**config.mk**
```make
export PLATFORM = sky130hd
export DESIGN_NAME = lrsc_unit
export DESIGN_NICKNAME = d
export VERILOG_FILES = /design/src/rtl/lrsc_pkg.sv /design/src/rtl/lrsc_agen.sv /design/src/rtl/lrsc_resv.sv /design/src/rtl/lrsc_ctrl.sv /design/src/rtl/lrsc_unit.sv
export SDC_FILE = /design/constraint.sdc
export NUM_CORES = 1
export LEC_CHECK = 0
export CAP_MARGIN = 10
export CORE_UTILIZATION = 58
export CTS_CLUSTER_DIAMETER = 30
export CTS_CLUSTER_SIZE = 40
export DETAILED_ROUTE_END_ITERATION = 8
export DONT_BUFFER_PORTS = 1
export HOLD_SLACK_MARGIN = 0.05
export PLACE_DENSITY = 0.83
export SYNTH_ARGS = -nofsm -noshare
export SYNTH_HDL_FRONTEND = slang
export SYNTH_SLANG_ARGS = --single-unit
```
**constraint.sdc**
```tcl
create_clock -name clk -period 6.4 [get_ports clk]
set_clock_uncertainty 0.15 [all_clocks]
set_input_delay 1.28 -clock clk [delete_from_list [all_inputs] [get_ports clk]]
set_output_delay 1.28 -clock clk [all_outputs]
set_load 0.1 [all_outputs]
```
**src/rtl/lrsc_pkg.sv**
```systemverilog
package lrsc_pkg;
    localparam int unsigned ILEN     = 32;
    localparam int unsigned OPC_MSB  = 31;
    localparam int unsigned OPC_LSB  = 26;
    localparam int unsigned OPC_W    = OPC_MSB - OPC_LSB + 1;
    localparam logic [OPC_W-1:0] OPC_RESV_LOAD = 6'h1b;
    localparam logic [OPC_W-1:0] OPC_COND_STORE = 6'h33;
    localparam int unsigned IMM_W    = 16;

    typedef enum logic [1:0] {
        ST_IDLE  = 2'd0,
        ST_LR_RD = 2'd1,
        ST_SC_RD = 2'd2,
        ST_SC_WR = 2'd3
    } lrsc_state_e;
endpackage

```
**src/rtl/lrsc_agen.sv**
```systemverilog
module lrsc_agen
    import lrsc_pkg::*;
#(
    parameter int XLEN = 32
) (
    input  logic [ILEN-1:0] insn_i,
    input  logic [XLEN-1:0] base_i,
    output logic            is_lr_o,
    output logic            is_sc_o,
    output logic [XLEN-1:0] ea_o
);
    logic [OPC_W-1:0] opc;
    logic [IMM_W-1:0] imm_ld;
    logic [IMM_W-1:0] imm_st;
    logic [XLEN-1:0]  off_ld;
    logic [XLEN-1:0]  off_st;

    always_comb begin
        opc     = insn_i[OPC_MSB:OPC_LSB];
        is_lr_o = (opc == OPC_RESV_LOAD);
        is_sc_o = (opc == OPC_COND_STORE);
        imm_ld  = insn_i[15:0];
        imm_st  = {insn_i[25:21], insn_i[10:0]};
        off_ld  = {{(XLEN-IMM_W){imm_ld[IMM_W-1]}}, imm_ld};
        off_st  = {{(XLEN-IMM_W){imm_st[IMM_W-1]}}, imm_st};
        ea_o    = base_i + (is_sc_o ? off_st : off_ld);
    end
endmodule

```
**src/rtl/lrsc_resv.sv**
```systemverilog
module lrsc_resv #(
    parameter int XLEN = 32
) (
    input  logic            clk,
    input  logic            rst_n,
    input  logic            set_i,
    input  logic [XLEN-1:0] set_addr_i,
    input  logic [XLEN-1:0] set_val_i,
    input  logic            clr_i,
    input  logic [XLEN-1:0] probe_addr_i,
    output logic            hit_o,
    output logic [XLEN-1:0] val_o
);
    localparam logic [XLEN-1:0] ADDR_NONE = '1;

    typedef struct packed {
        logic            valid;
        logic [XLEN-1:0] addr;
        logic [XLEN-1:0] val;
    } resv_t;

    resv_t d, q;

    always_comb begin
        d = q;
        if (clr_i) begin
            d.valid = 1'b0;
            d.addr  = ADDR_NONE;
        end else if (set_i) begin
            d.valid = 1'b1;
            d.addr  = set_addr_i;
            d.val   = set_val_i;
        end
    end

    always_ff @(posedge clk) begin
        if (!rst_n) begin
            q.valid <= 1'b0;
            q.addr  <= ADDR_NONE;
            q.val   <= '0;
        end else begin
            q <= d;
        end
    end

    assign hit_o = q.valid && (q.addr == probe_addr_i);
    assign val_o = q.val;


    clr_leaves_invalid_chk: assert property (@(posedge clk) disable iff (!rst_n)
        clr_i |=> !q.valid);


    invalid_marker_chk: assert property (@(posedge clk) disable iff (!rst_n)
        !q.valid |-> (q.addr == ADDR_NONE));


    set_records_chk: assert property (@(posedge clk) disable iff (!rst_n)
        (set_i && !clr_i) |=> (q.valid && q.addr == $past(set_addr_i) && q.val == $past(set_val_i)));
endmodule

```
**src/rtl/lrsc_ctrl.sv**
```systemverilog
module lrsc_ctrl
    import lrsc_pkg::*;
#(
    parameter int XLEN = 32
) (
    input  logic            clk,
    input  logic            rst_n,
    input  logic            req_valid_i,
    input  logic            is_lr_i,
    input  logic            is_sc_i,
    input  logic [XLEN-1:0] ea_i,
    input  logic [XLEN-1:0] wdata_i,
    input  logic            resv_hit_i,
    input  logic [XLEN-1:0] resv_val_i,
    output logic            resv_set_o,
    output logic            resv_clr_o,
    output logic [XLEN-1:0] resv_set_addr_o,
    output logic [XLEN-1:0] resv_set_val_o,
    output logic            busy_o,
    output logic            done_o,
    output logic [XLEN-1:0] rdata_o,
    output logic            flag_o,
    output logic            fault_o,
    output logic            mem_req_o,
    output logic            mem_we_o,
    output logic [XLEN-1:0] mem_addr_o,
    output logic [XLEN-1:0] mem_wdata_o,
    input  logic            mem_ack_i,
    input  logic [XLEN-1:0] mem_rdata_i,
    input  logic            mem_err_i
);
    typedef struct packed {
        lrsc_state_e     state;
        logic [XLEN-1:0] addr;
        logic [XLEN-1:0] wdata;
        logic [XLEN-1:0] cmpval;
        logic [XLEN-1:0] rdata;
        logic            done;
        logic            fault;
        logic            flag;
    } ctrl_t;

    ctrl_t d, q;

    always_comb begin
        d          = q;
        d.done     = 1'b0;
        d.fault    = 1'b0;
        resv_set_o = 1'b0;
        resv_clr_o = 1'b0;
        unique case (q.state)
            ST_IDLE: begin
                if (req_valid_i && is_lr_i) begin
                    d.state = ST_LR_RD;
                    d.addr  = ea_i;
                end else if (req_valid_i && is_sc_i) begin
                    d.addr   = ea_i;
                    d.wdata  = wdata_i;
                    d.cmpval = resv_val_i;
                    if (resv_hit_i) begin
                        d.state = ST_SC_RD;
                    end else begin
                        d.done     = 1'b1;
                        d.flag     = 1'b0;
                        resv_clr_o = 1'b1;
                    end
                end
            end
            ST_LR_RD: begin
                if (mem_ack_i) begin
                    d.state = ST_IDLE;
                    d.done  = 1'b1;
                    if (mem_err_i) begin
                        d.fault    = 1'b1;
                        resv_clr_o = 1'b1;
                    end else begin
                        d.rdata    = mem_rdata_i;
                        resv_set_o = 1'b1;
                    end
                end
            end
            ST_SC_RD: begin
                if (mem_ack_i) begin
                    if (!mem_err_i && mem_rdata_i == q.cmpval) begin
                        d.state = ST_SC_WR;
                    end else begin
                        d.state    = ST_IDLE;
                        d.done     = 1'b1;
                        d.fault    = mem_err_i;
                        d.flag     = 1'b0;
                        resv_clr_o = 1'b1;
                    end
                end
            end
            ST_SC_WR: begin
                if (mem_ack_i) begin
                    d.state    = ST_IDLE;
                    d.done     = 1'b1;
                    d.fault    = mem_err_i;
                    d.flag     = !mem_err_i;
                    resv_clr_o = 1'b1;
                end
            end
            default: d.state = ST_IDLE;
        endcase
    end

    always_ff @(posedge clk) begin
        if (!rst_n) begin
            q <= '{state: ST_IDLE, addr: '0, wdata: '0, cmpval: '0, rdata: '0,
                   done: 1'b0, fault: 1'b0, flag: 1'b0};
        end else begin
            q <= d;
        end
    end

    assign resv_set_addr_o = q.addr;
    assign resv_set_val_o  = mem_rdata_i;
    assign busy_o          = (q.state != ST_IDLE);
    assign mem_req_o       = (q.state != ST_IDLE);
    assign mem_we_o        = (q.state == ST_SC_WR);
    assign mem_addr_o      = q.addr;
    assign mem_wdata_o     = q.wdata;
    assign done_o          = q.done;
    assign fault_o         = q.fault;
    assign flag_o          = q.flag;
    assign rdata_o         = q.rdata;


    req_hold_chk: assert property (@(posedge clk) disable iff (!rst_n)
        (mem_req_o && !mem_ack_i) |=> (mem_req_o && $stable(mem_addr_o)
                                       && $stable(mem_we_o) && $stable(mem_wdata_o)));


    fault_with_done_chk: assert property (@(posedge clk) disable iff (!rst_n)
        fault_o |-> done_o);


    done_not_busy_chk: assert property (@(posedge clk) disable iff (!rst_n)
        done_o |-> !busy_o);


    write_after_match_chk: assert property (@(posedge clk) disable iff (!rst_n)
        (mem_we_o && !$past(mem_we_o)) |-> ($past(mem_ack_i) && !$past(mem_err_i)
                                            && $past(mem_rdata_i) == $past(q.cmpval)));
endmodule

```
**src/rtl/lrsc_unit.sv**
```systemverilog
module lrsc_unit
    import lrsc_pkg::*;
#(
    parameter int XLEN = 32
) (
    input  logic            clk,
    input  logic            rst_n,
    input  logic            req_valid_i,
    input  logic [31:0]     req_insn_i,
    input  logic [XLEN-1:0] req_base_i,
    input  logic [XLEN-1:0] req_wdata_i,
    input  logic            resv_kill_i,
    output logic            busy_o,
    output logic            done_o,
    output logic [XLEN-1:0] rdata_o,
    output logic            flag_o,
    output logic            fault_o,
    output logic            mem_req_o,
    output logic            mem_we_o,
    output logic [XLEN-1:0] mem_addr_o,
    output logic [XLEN-1:0] mem_wdata_o,
    input  logic            mem_ack_i,
    input  logic [XLEN-1:0] mem_rdata_i,
    input  logic            mem_err_i
);
    logic            is_lr, is_sc;
    logic [XLEN-1:0] ea;
    logic            resv_hit;
    logic [XLEN-1:0] resv_val;
    logic            resv_set, ctrl_clr;
    logic [XLEN-1:0] resv_set_addr, resv_set_val;

    lrsc_agen #(.XLEN(XLEN)) u_agen (
        .insn_i  (req_insn_i),
        .base_i  (req_base_i),
        .is_lr_o (is_lr),
        .is_sc_o (is_sc),
        .ea_o    (ea)
    );

    lrsc_resv #(.XLEN(XLEN)) u_resv (
        .clk          (clk),
        .rst_n        (rst_n),
        .set_i        (resv_set),
        .set_addr_i   (resv_set_addr),
        .set_val_i    (resv_set_val),
        .clr_i        (ctrl_clr | resv_kill_i),
        .probe_addr_i (ea),
        .hit_o        (resv_hit),
        .val_o        (resv_val)
    );

    lrsc_ctrl #(.XLEN(XLEN)) u_ctrl (
        .clk             (clk),
        .rst_n           (rst_n),
        .req_valid_i     (req_valid_i),
        .is_lr_i         (is_lr),
        .is_sc_i         (is_sc),
        .ea_i            (ea),
        .wdata_i         (req_wdata_i),
        .resv_hit_i      (resv_hit),
        .resv_val_i      (resv_val),
        .resv_set_o      (resv_set),
        .resv_clr_o      (ctrl_clr),
        .resv_set_addr_o (resv_set_addr),
        .resv_set_val_o  (resv_set_val),
        .busy_o          (busy_o),
        .done_o          (done_o),
        .rdata_o         (rdata_o),
        .flag_o          (flag_o),
        .fault_o         (fault_o),
        .mem_req_o       (mem_req_o),
        .mem_we_o        (mem_we_o),
        .mem_addr_o      (mem_addr_o),
        .mem_wdata_o     (mem_wdata_o),
        .mem_ack_i       (mem_ack_i),
        .mem_rdata_i     (mem_rdata_i),
        .mem_err_i       (mem_err_i)
    );
endmodule

```
======== Word level (Yosys, flattened, before mapping) ========
Cells that the tools add are included.
word-level totals
  input port bits ......................... 134
  output and inout port bits .............. 102
  bits in writable memories ............... 0
  latch bits .............................. 0
  memories kept ........................... 0
  ROM bits ................................ 0
  bits in registers ....................... 198
  logic and storage cells ................. 80
operators by class
  divide/modulo/power cells ............... 0
  multiplexer cells ....................... 30
  order comparisons ....................... 0
  add/sub/neg operators ................... 1
  $mul .................................... 0
  shifts and indexed selects .............. 0
  eq/ne operators ......................... 16
  reductions and logical operators ........ 17
  bitwise logic cells ..................... 5
operators by type and width
  operator              number
  $mux W98              1
  $eq A32 B32 Y1        2
  $mux W34              1
  $add A32 B32 Y32      1
  $mux W32              1
  $mux W1               14
  $mux W2               5
  $mux W3               3
  $ne A2 B2 Y1 const B  4
  $pmux W1 S4           2
  $reduce_and A7 Y1     1
  $eq A6 B5 Y1 const B  1
  $eq A6 B6 Y1 const B  1
  $ne A2 B1 Y1 const B  3
  $pmux W1 S3           2
  $pmux W2 S3           1
  $reduce_and A3 Y1     2
  $eq A2 B2 Y1 const B  2
  $logic_and A1 B1 Y1   4
  $not A1 Y1            4
  $reduce_and A2 Y1     2
  $reduce_and A4 Y1     1
  $reduce_bool A2 Y1    2
  $reduce_or A2 Y1      2
  other kinds (7)       7

======== Logic depth before layout (Yosys ltp) ========
Gate-level depths: netlist of the first run.
  depth in word-level cells ............... 12
  gate-level depth with buffers ........... 17
  gate-level depth less buffers ........... 15

======== Modules after synthesis ========
A second synthesis of the first run with hierarchy kept.
unflattened totals
  cell total of the unflattened synthesis .. 1401
  area, all modules ....................... 11548.6 um2
modules (own cells, without submodules)
  module     sequential area each (um2)  instances  area an instance (um2)  cells an instance
  lrsc_ctrl  2662.6                      1          6647.6                  822
  lrsc_resv  1301.2                      1          2952.8                  323
  lrsc_agen  0.0                         1          1941.9                  255
  lrsc_unit  0.0                         1          6.3                     1

======== Least setup slack after synthesis of the first run ========
Ideal clock, no wire load.
  path kind ............................... input to register
  from .................................... in req_insn_i[28]
  to ...................................... reg u_resv.q (netlist bit u_resv.val_o[0])
  arrival time ............................ 6.408 ns
  setup slack ............................. -0.230 ns
  stages .................................. 17
  setup time .............................. 0.072 ns
  cell sequence ........................... nand4b_1 -> nor3b_1 -> mux2_2 -> ha_1 -> buf_2 -> nand2_1 -> o21a_1 -> o21ai_0 -> mux2_2 -> a221oi_1 -> nand4_1 -> or4_1 -> or4_4 -> o311a_4 -> nor3_4 -> buf_8 -> mux2i_1
between the ends
  cells in the longest elaborated chain, start to end .. 12
  elaborated cells on any way between the ends .. 15
ends and longest elaborated chain
  item                             RTL line         source
  from (decl)                      lrsc_unit.sv:9   input logic [31:0] req_insn_i,
  $eq A6 B6 Y1                     lrsc_agen.sv:21  is_sc_o = (opc == OPC_COND_STORE);
  $mux W32                         lrsc_agen.sv:26  ea_o = base_i + (is_sc_o ? off_st : off_ld);
  $add A32 B32 Y32                 lrsc_agen.sv:26
  $eq A32 B32 Y1                   lrsc_resv.sv:46  assign hit_o = q.valid && (q.addr == probe_addr_i);
  $logic_and A1 B1 Y1              lrsc_resv.sv:46
  $mux W1                          lrsc_ctrl.sv:60  if (resv_hit_i) begin
  $mux W1                          lrsc_ctrl.sv:56  end else if (req_valid_i && is_sc_i) begin
  $mux W1 (*)                      lrsc_ctrl.sv:53  if (req_valid_i && is_lr_i) begin
  $pmux W1 S4 (*)                  lrsc_ctrl.sv:51  unique case (q.state)
  $or A1 B1 Y1 (*)                 lrsc_unit.sv:47  .clr_i (ctrl_clr | resv_kill_i),
  $not A1 Y1 (no line) (*)         -
  $reduce_and A2 Y1 (no line) (*)  -
  to (decl)                        lrsc_resv.sv:22  resv_t d, q;
Every way passes the cells marked *; elsewhere a longest branch is shown, timed or not.
A chain may end at the register's enable or synchronous reset.

======== Worst setup path after layout of the first run ========
  from .................................... in req_insn_i[28]
  to ...................................... reg u_resv.q[59] (netlist name)
between the ends
  cells in the longest elaborated chain, start to end .. 11
  elaborated cells on any way between the ends .. 14
ends and longest elaborated chain
  item                            RTL line
  $eq A6 B6 Y1                    lrsc_agen.sv:21
  $mux W32                        lrsc_agen.sv:26
  $add A32 B32 Y32                lrsc_agen.sv:26
  $eq A32 B32 Y1                  lrsc_resv.sv:46
  $logic_and A1 B1 Y1             lrsc_resv.sv:46
  $mux W1                         lrsc_ctrl.sv:60
  $mux W1                         lrsc_ctrl.sv:56
  $mux W1 (*)                     lrsc_ctrl.sv:53
  $pmux W1 S4 (*)                 lrsc_ctrl.sv:51
  $or A1 B1 Y1 (*)                lrsc_unit.sv:47
  $reduce_or A2 Y1 (no line) (*)  -
Marks and branches as above.

==> impl_metrics.ini, run 1 <==
[worst_setup_path]
end_kind = register
r2r_slack_ns = 2.42
worstPathArrival_ns = 6.35
worst-r2r-cell-count = 13
crit_path_max_fanout = 33
regToRegEndpoint = u_resv.q[59]
crit_required_ns = 6.56
worstSetupStartpoint = req_insn_i[28]
cp-endpoint = u_resv.q[59]
path_class = in -> reg
r2r_start = u_resv.q[58]
start_kind = primary input

[synthesis]
syn-mean-instance-area_um2 = 8.004
synth.net_count = 1616
synth_edf_count = 0
synth-main-ff-cell = dfxtp_1
synth_cell_types = 74
ys_seq_elements = 198
yosys.area.top_type_share = 0.3427
ys_seq_area_frac = 0.3427
async_flop_share = 0
synth_area_mm2 = 0.01157
synth_area_leader_cell = dfxtp_1
ys_warn_count = 0
syn_inst = 1445
synthTopCellsByArea = dfxtp_1 (34%), nand2_1 (13%), a21boi_0 (6.9%), buf_4 (6.3%), ha_1 (3.9%)

[sta]
min_period_over_period = 0.9670
grt_setup_unrepaired = no
setup_viol = 0
slew_headroom = 0.2555
fmax_mhz = 161.6
tightest_slew_ns = 1.115
final-max-slew-violation-count = 0
period_needed_ns = 6.189
hold_viol_final = 0

[layout]
area_growth_pct = 3.484
mostFrequentLayoutCell = nand2_1
final_cells = 1627
nFillCells = 1713
layout_common_cells = nand2_1 (410), dfxtp_1 (198), a21boi_0 (107), buf_4 (65), nand3_1 (46)
antenna_cells = 0
nNetsFinal = 1520
multi_input_area_mm2 = 0.006466
drive_gt1_frac = 0.09325
register_area_mm2 = 0.003964

[flow_run]
maxCapViolCount = 0

[placed_design]
dp_cells = 1595
post-dp-hpwl_mm = 20.81
port_buffers = 0
place.gp.congestion = 1.009

[floorplanning]
chipWidth_um = 143.2
dieHeight_um = 143.2
coreArea_mm2 = 0.01953
die-area_mm2 = 0.02051
io_pins = 236
row_count = 51
start_util = 0.5923

[clock_tree]
hold_buffers = 0
cts_resized = 0
clock-sinks = 198
cts_made_buffers = 17
cts-htree-levels = 4
clock_path_buffers = 2
clock_tree.root_cell = clkbuf_16
cts_tree = yes
worstSkewPairLatency_ns = 0.44
cts_setup_buffers = 0
clkTransAtPathRegs_ns = 0.08

[routing]
vias = 9482
wl_per_cell_um = 18.00
viasPerCell = 5.828
drc = 0
first_pass_iters = 5
drtAntennaViolNets = 0
routed_wl_mm = 29.29
drt_first_iter_violations = 738

[outcome]
outcome = complete, no violations

[global_route]
grt_use_total = 0.2861
grt_max_degree = 201
overflow = 0
grt_first_pass_wirelength_mm = 45.35
grt_pass1_vias = 8973
grt_antenna_before_repair = 0

[pwr]
peakVddDrop_mv = 0.1894
power_density_mw_per_mm2 = 237.1
p_leak_nw = 4.481
design_power_total_mw = 2.838

[min_path]
min_path_type = reg -> reg
## stage by stage
step | instance area (um^2) | setup TNS (ns) | worst slack [ns] | utilization | hold WS [ns]
6_report | 11970 | 0 | 0.2111 | 0.6130 | 0.3088
5_1_grt | 11970 | 0 | 0.01856 | 0.6130 | 0.3268
4_1_cts | 11970 | 0 | 0.2949 | 0.6130 | 0.3116
3_5_place_dp | 11350 | -5.372 | -0.1224 | 0.5815 | 0.3005
3_3_place_gp | 11350 | -5.639 | -0.1142 | 0.5815 | 0.2925
2_1_floorplan | 11580 | 0 | 0.0005045 | - | 0.2850
## critical path: stages
cell	delay, ns
nand4b_1	0.23
nor3b_4	0.37
mux2_2	0.46
ha_1	0.46
nand2_1	0.10
o21ai_0	0.51
a211oi_2	0.14
a311oi_1	0.47
a211o_1	0.24
o2111ai_1	0.10
or4_1	0.46
or4_4	0.55
o311a_4	0.36
nor3b_4	0.23
buf_12	0.23
nand3_1	0.11
## area by class of cell
type	instances	share of cell area
tap	265	0.02770
multi-input combinational	1052	0.5402
inverter	12	0.003763
sequential	198	0.3312
timing repair buffer	68	0.04579
clock buffer	18	0.03586
clock inverter	14	0.01547
## where the power goes
| group | leakage, nW | switching [mW] | internal [mW] |
|---|---|---|---|
| logic | 2.59 | 0.266 | 0.202 |
| registers | 1.60 | 0.0266 | 1.23 |
| clock network | 0.299 | 0.544 | 0.565 |
## cell families (layout without fill, tap and decap cells)
kind of cell             Yosys count  in the layout  share of synthesized area
AO/OA/AOI/OAI                    277            277                     0.1706
XOR/XNOR                          92             92                    0.07800
adder cells (fa/ha/maj)           37             37                    0.04067
buffers and inverters            195            112                     0.1007
flip-flops                       198            198                     0.3427
multiplexers                      43             43                    0.03786
AND/OR/NAND/NOR                  603            603                     0.2294
## metal layers
layer | up-vias | wire (um) | global-route usage
met4 | 0 | 1063 | 0.1305
met3 | 65 | 2107 | 0.06338
met1 | 4457 | 11870 | 0.3401
met2 | 349 | 14250 | 0.4909
li1 | 4611 | - | -
met5 | - | 0 | 0
## worst min-delay path by stage
stage                           from          endpoint  slack [ns]  cells after the start
global placement    u_resv.val_o[31]  u_resv.val_o[31]        0.29                      2
detailed placement  u_resv.val_o[11]  u_resv.val_o[11]        0.30                      2
global route        u_resv.val_o[17]  u_resv.val_o[17]        0.33                      2
CTS                 u_resv.val_o[11]  u_resv.val_o[11]        0.31                      2
finish              u_resv.val_o[28]  u_resv.val_o[28]        0.31                      2
floorplan            u_resv.val_o[0]   u_resv.val_o[0]        0.28                      2
## state kept, by name (all words and copies together), names as in the netlist
name / count
u_ctrl.mem_addr_o: 32
u_ctrl.flag_o: 1
u_resv.q: 33
u_resv.val_o: 32
u_ctrl.fault_o: 1
u_ctrl.q: 34
u_ctrl.done_o: 1
u_ctrl.rdata_o: 32
u_ctrl.mem_wdata_o: 32
## synth_stat cells, types with 8 or more instances
master and number:
and2_1 25, dfxtp_1 198, clkbuf_1 64, nor4_1 11, nor2_1 34, a21boi_0 107
o21ai_0 45, ha_1 36, buf_2 16, a21oi_1 37, o21a_1 8, nand2_1 412
buf_4 97, xor2_1 40, mux2i_1 37, a21o_1 11, nand3_1 46, xnor2_1 45
nor3_1 12, nand4_1 23, inv_1 12
No activity file was read; power rests on OpenSTA's default activity.
==> run 2, diff against run 1 <==
==> constraint.sdc (replaced) <==
create_clock -name clk -period 6.4 [get_ports clk]
set_clock_uncertainty 0.15 [all_clocks]
set_input_delay 1.28 -clock clk [delete_from_list [all_inputs] [get_ports clk]]
set_output_delay 1.28 -clock clk [all_outputs]
set_load 0.05 [all_outputs]
==> run 2 against run 1 <==
Core utilization up 0.24 points. Design area up 0.40%. Routed wire length down 0.36%. Sequential cell count unchanged. Worst hold slack better by 0.0027 ns. Critical path depth up 1. Maximum frequency down 1.2%. Via count up 0.35%. Critical endpoint is now u_resv.val_o[23]. Power up 2.5%. Largest cell class unchanged.
==> impl_metrics.ini, run 2 (same netlist as run 1, synthesis figures left out) <==
[outcome]
outcome = complete, no violations

[placed_design]
dp_cells = 1594
post-dp-hpwl_mm = 20.86
port_buffers = 0
place.gp.congestion = 1.003
place_area_mm2 = 0.01135
dp_slack_ns = -0.1787

[clock_tree]
cts_resized = 0
hold_buffers = 0
cts-htree-levels = 4
cts_setup_buffers = 0
worstSkewPairLatency_ns = 0.43
cts_tree = yes
clock_tree.root_cell = clkbuf_16
clock-sinks = 198
clkTransAtPathRegs_ns = 0.08
clock_path_buffers = 2
cts_made_buffers = 17

[layout]
largest_register_ffs = 34
top_register = u_ctrl.q
nFillCells = 1722
drive_gt1_frac = 0.09258
antenna_cells = 0
final_cell_area_mm2 = 0.01202
final_cells = 1626
layout_common_cells = nand2_1 (410), dfxtp_1 (198), a21boi_0 (107), buf_4 (64), nand3_1 (46)
area_growth_pct = 3.894
mostFrequentLayoutCell = nand2_1
fin_util = 0.6154
nNetsFinal = 1519
largestRegisters = u_ctrl.q x34, u_resv.q x33

[worst_setup_path]
worstPathCellList = nand4b_1 -> nor3b_4 -> buf_4 -> mux2_2 -> ha_1 -> nand4_1 -> nor3_1 -> o21ai_0 -> a2111oi_0 -> a2111oi_0 -> nor2_1 -> nand4b_1 -> or4_4 -> o311a_4 -> nor3_4 -> buf_4 -> mux2i_1
cpPeakStageDelay_ns = 1.03
path_class = in -> reg
start_kind = primary input
slowest_stage = a2111oi_0
crit_path_max_fanout = 9
end_kind = register
worstPathArrival_ns = 6.47
crit_required_ns = 6.60

[floorplanning]
dieHeight_um = 143.2
chipWidth_um = 143.2
io_pins = 236
row_count = 51
die-area_mm2 = 0.02051
coreArea_mm2 = 0.01953
start_util = 0.5923

[sta]
min_period_over_period = 0.9790
grt_setup_unrepaired = no
slew_headroom = 0.2326
period_needed_ns = 6.266
setup_slack_ns = 0.1344
setup_tns_ns = 0
fmax_mhz = 159.6
hold_viol_final = 0
whs_ns = 0.3115
setup_viol = 0
final-max-slew-violation-count = 0
tightest_slew_ns = 1.122

[global_route]
grt_use_total = 0.2848
grt_max_degree = 201
grt_first_pass_wirelength_mm = 45.26
overflow = 0
grt_pass1_vias = 9040
grt_antenna_before_repair = 0

[flow_run]
maxCapViolCount = 0

[pwr]
peakVddDrop_mv = 0.2211
power_density_mw_per_mm2 = 242.1
p_leak_nw = 4.500
design_power_total_mw = 2.909

[routing]
first_pass_iters = 5
routed_wl_mm = 29.19
viasPerCell = 5.852
drtAntennaViolNets = 0
drt_first_iter_violations = 818
vias = 9515
wl_per_cell_um = 17.95
drc = 0

[min_path]
min_path_type = reg -> reg
run 2: worst paths after layout:
check / depth (start not counted) / slack, ns / endpoint / start
setup / recovery: 17 / 0.13 / u_resv.val_o[23] / req_insn_i[28]
hold / removal: 2 / 0.31 / u_resv.val_o[28] / u_resv.val_o[28]
setup reg to reg: 13 / 2.47 / u_resv.val_o[23] / u_resv.q[58]
hold reg to reg: 2 / 0.31 / u_resv.val_o[28] / u_resv.val_o[28]
run 2: layout make-up:
| class | instances | area (um^2) | area share |
|---|---|---|---|
| clock inverters | 14 | 230.2 | 0.01916 |
| well taps | 265 | 331.6 | 0.02759 |
| clock buffers | 18 | 439.2 | 0.03655 |
| inverters | 12 | 45.04 | 0.003748 |
| repair buffers | 67 | 540.5 | 0.04498 |
| flip-flops and latches | 198 | 3964 | 0.3299 |
| multi-input cells | 1052 | 6466 | 0.5381 |
run 2: where the power goes:
group,internal (mW),switching (mW),leakage (nW)
logic,0.202,0.259,2.58
clock network,0.655,0.543,0.321
registers,1.23,0.0149,1.60
run 2: worst max-delay path: cells and delay by family:
kind / cells / cell delay, ns
mux: 2 / 0.57
buf+inv: 2 / 0.50
fa+ha+maj: 1 / 0.33
compound gates: 4 / 1.72
simple gates: 8 / 2.06
run 2: routing by layer:
layer	vias up	wire length, um	global-route usage	share of wire
li1	4610	-	-	-
met1	4469	11900	0.3406	0.41
met2	363	13790	0.4706	0.47
met3	73	2158	0.07210	0.074
met4	0	1344	0.1489	0.046
met5	-	0	0	0
==> run 3, diff against run 2 <==
--- a/config.mk
+++ b/config.mk
@@ -6,6 +6,7 @@
 export NUM_CORES = 1
 export LEC_CHECK = 0
 export CAP_MARGIN = 10
+export CORE_ASPECT_RATIO = 1.75
 export CORE_UTILIZATION = 58
 export CTS_CLUSTER_DIAMETER = 30
 export CTS_CLUSTER_SIZE = 40
==> run 3 against run 2 <==
Global-route usage grew 1.6 points. Core utilization grew 0.38 points. Maximum frequency grew 0.58%. Critical path depth grew 1. Sequential share of layout area shrank 0.41 points. Die area grew 0.11%. Worst hold slack lost 0.0022 ns. Design area grew 1.3%. Via count grew 0.81%. Sequential power is essentially flat.
==> impl_metrics.ini, run 3 (same netlist as run 1, synthesis figures left out) <==
[outcome]
outcome = complete, no violations

[routing]
drtAntennaViolNets = 0
drt_first_iter_violations = 471
vias = 9592
first_pass_iters = 5
viasPerCell = 5.852
drc = 0
routed_wl_mm = 30.30
wl_per_cell_um = 18.49

[global_route]
grt_first_pass_wirelength_mm = 47.47
grt_max_degree = 201
grt_pass1_vias = 9505
grt_antenna_before_repair = 0
grt_use_total = 0.3013
overflow = 0

[sta]
final-max-slew-violation-count = 0
setup_slack_ns = 0.1703
tightest_slew_ns = 1.118
slew_headroom = 0.2541
period_needed_ns = 6.230
fmax_mhz = 160.5
hold_viol_final = 0
min_period_over_period = 0.9734
setup_viol = 0

[clock_tree]
clkTransAtPathRegs_ns = 0.08
cts_made_buffers = 17
clock_path_buffers = 2
cts_tree = yes
hold_buffers = 0
clock-sinks = 198
worstSkewPairLatency_ns = 0.45
cts-htree-levels = 4
clock_tree.root_cell = clkbuf_16

[pwr]
p_leak_nw = 4.615
comb_power_share = 0.177
p_int_mw = 2.014
p_seq_frac = 0.442
p_sw_uw = 814.1
power_frac_clock = 0.381
power_density_mw_per_mm2 = 232.4
peakVddDrop_mv = 0.2833
switching_share = 0.2879

[layout]
drive_gt1_frac = 0.1162
antenna_cells = 0
nNetsFinal = 1552
mostFrequentLayoutCell = nand2_1
largestRegisters = u_ctrl.q x34, u_resv.q x33
area_growth_pct = 5.214
top_register = u_ctrl.q
layout_common_cells = nand2_1 (410), dfxtp_1 (198), a21boi_0 (107), buf_4 (99), nand3_1 (46)
final_cell_area_mm2 = 0.01217
largest_register_ffs = 34

[floorplanning]
coreArea_mm2 = 0.01965
start_util = 0.5885
dieHeight_um = 188.8
die-area_mm2 = 0.02053
io_pins = 236
row_count = 68
chipWidth_um = 108.8

[placed_design]
port_buffers = 0
place_area_mm2 = 0.01153
post-dp-hpwl_mm = 22.15
dp_slack_ns = -0.3298
place.gp.congestion = 1.000

[worst_setup_path]
worstPathArrival_ns = 6.40
crit_path_max_fanout = 12
path_class = in -> reg
crit_required_ns = 6.58
start_kind = primary input
r2r_slack_ns = 2.31
end_kind = register

[flow_run]
maxCapViolCount = 0

[min_path]
min_path_type = reg -> reg
## run 3: cell count changes in the layout (fill, tap and decap cells not counted), moves of 2 or more
| cell | change |
|---|---|
| inv_6 | +2 |
| clkinvlp_4 | +3 |
| buf_4 | +35 |
| buf_12 | -2 |
| bufinv_16 | -2 |
## run 3: through the flow
stage	total power, mW	setup TNS [ns]	cells	utilization	hold WS (ns)
floorplan	1.614	0	1445	-	0.2850
global placement	1.754	-15.94	1605	0.5868	0.2921
detailed placement	1.761	-18.12	1605	0.5868	0.2977
CTS	2.833	0	1637	0.6171	0.3101
global route	2.934	-0.005130	1639	0.6192	0.3185
finish	2.828	0	1639	0.6192	0.3093
## run 3: critical path: stages
cell,delay [ns]
nand4b_1,0.31
nor3b_4,0.33
mux2_2,0.46
buf_4,0.21
ha_1,0.31
xnor2_1,0.30
nor3_1,0.08
a211oi_1,0.26
buf_4,0.19
nand4_1,0.09
nor4_1,0.26
nand4_1,0.17
or4_1,0.58
or4_4,0.55
o311a_4,0.36
nor3b_4,0.29
buf_4,0.26
nand3_1,0.10
## run 3: cell type report
type,instances,area (um^2)
Clock buffer,18,429.2
Clock inverter,14,166.4
Fill cell,1681,7485
Inverter,12,45.04
Multi-Input combinational cell,1052,6495
Sequential cell,198,3964
Tap cell,245,306.5
Timing Repair Buffer,100,763.2
## run 3: metal layers
metal | track usage | wire (um) | vias to the layer above
met1 | 0.2865 | 10340 | 4503
li1 | - | - | 4668
met2 | 0.5438 | 16210 | 321
met3 | 0.08267 | 1843 | 100
met4 | 0.2089 | 1914 | 0
met5 | 0 | 0 | -
## run 3: power groups by stage
stage	registers [mW]	clock network (mW)	logic, mW
4_1_cts	1.25	1.10	0.488
3_3_place_gp	1.28	0	0.475
5_1_grt	1.25	1.14	0.541
2_1_floorplan	1.27	0	0.348
6_report	1.25	1.08	0.501
3_5_place_dp	1.28	0	0.482
## run 3: timing repair
item / 4_1_cts / 5_1_grt
endpoints found under the setup margin: 0 / 66
buffers inserted: 0 / 2
gates resized for setup: 0 / 6
## run 3: path summary, 6_finish.rpt
path | depth (start not counted) | endpoint | startpoint
hold reg to reg | 2 | u_resv.val_o[10] | u_resv.val_o[10]
hold / removal | 2 | u_resv.val_o[10] | u_resv.val_o[10]
setup reg to reg | 13 | u_resv.q[63] | u_resv.q[58]
setup / recovery | 18 | u_resv.q[63] | req_insn_i[28]
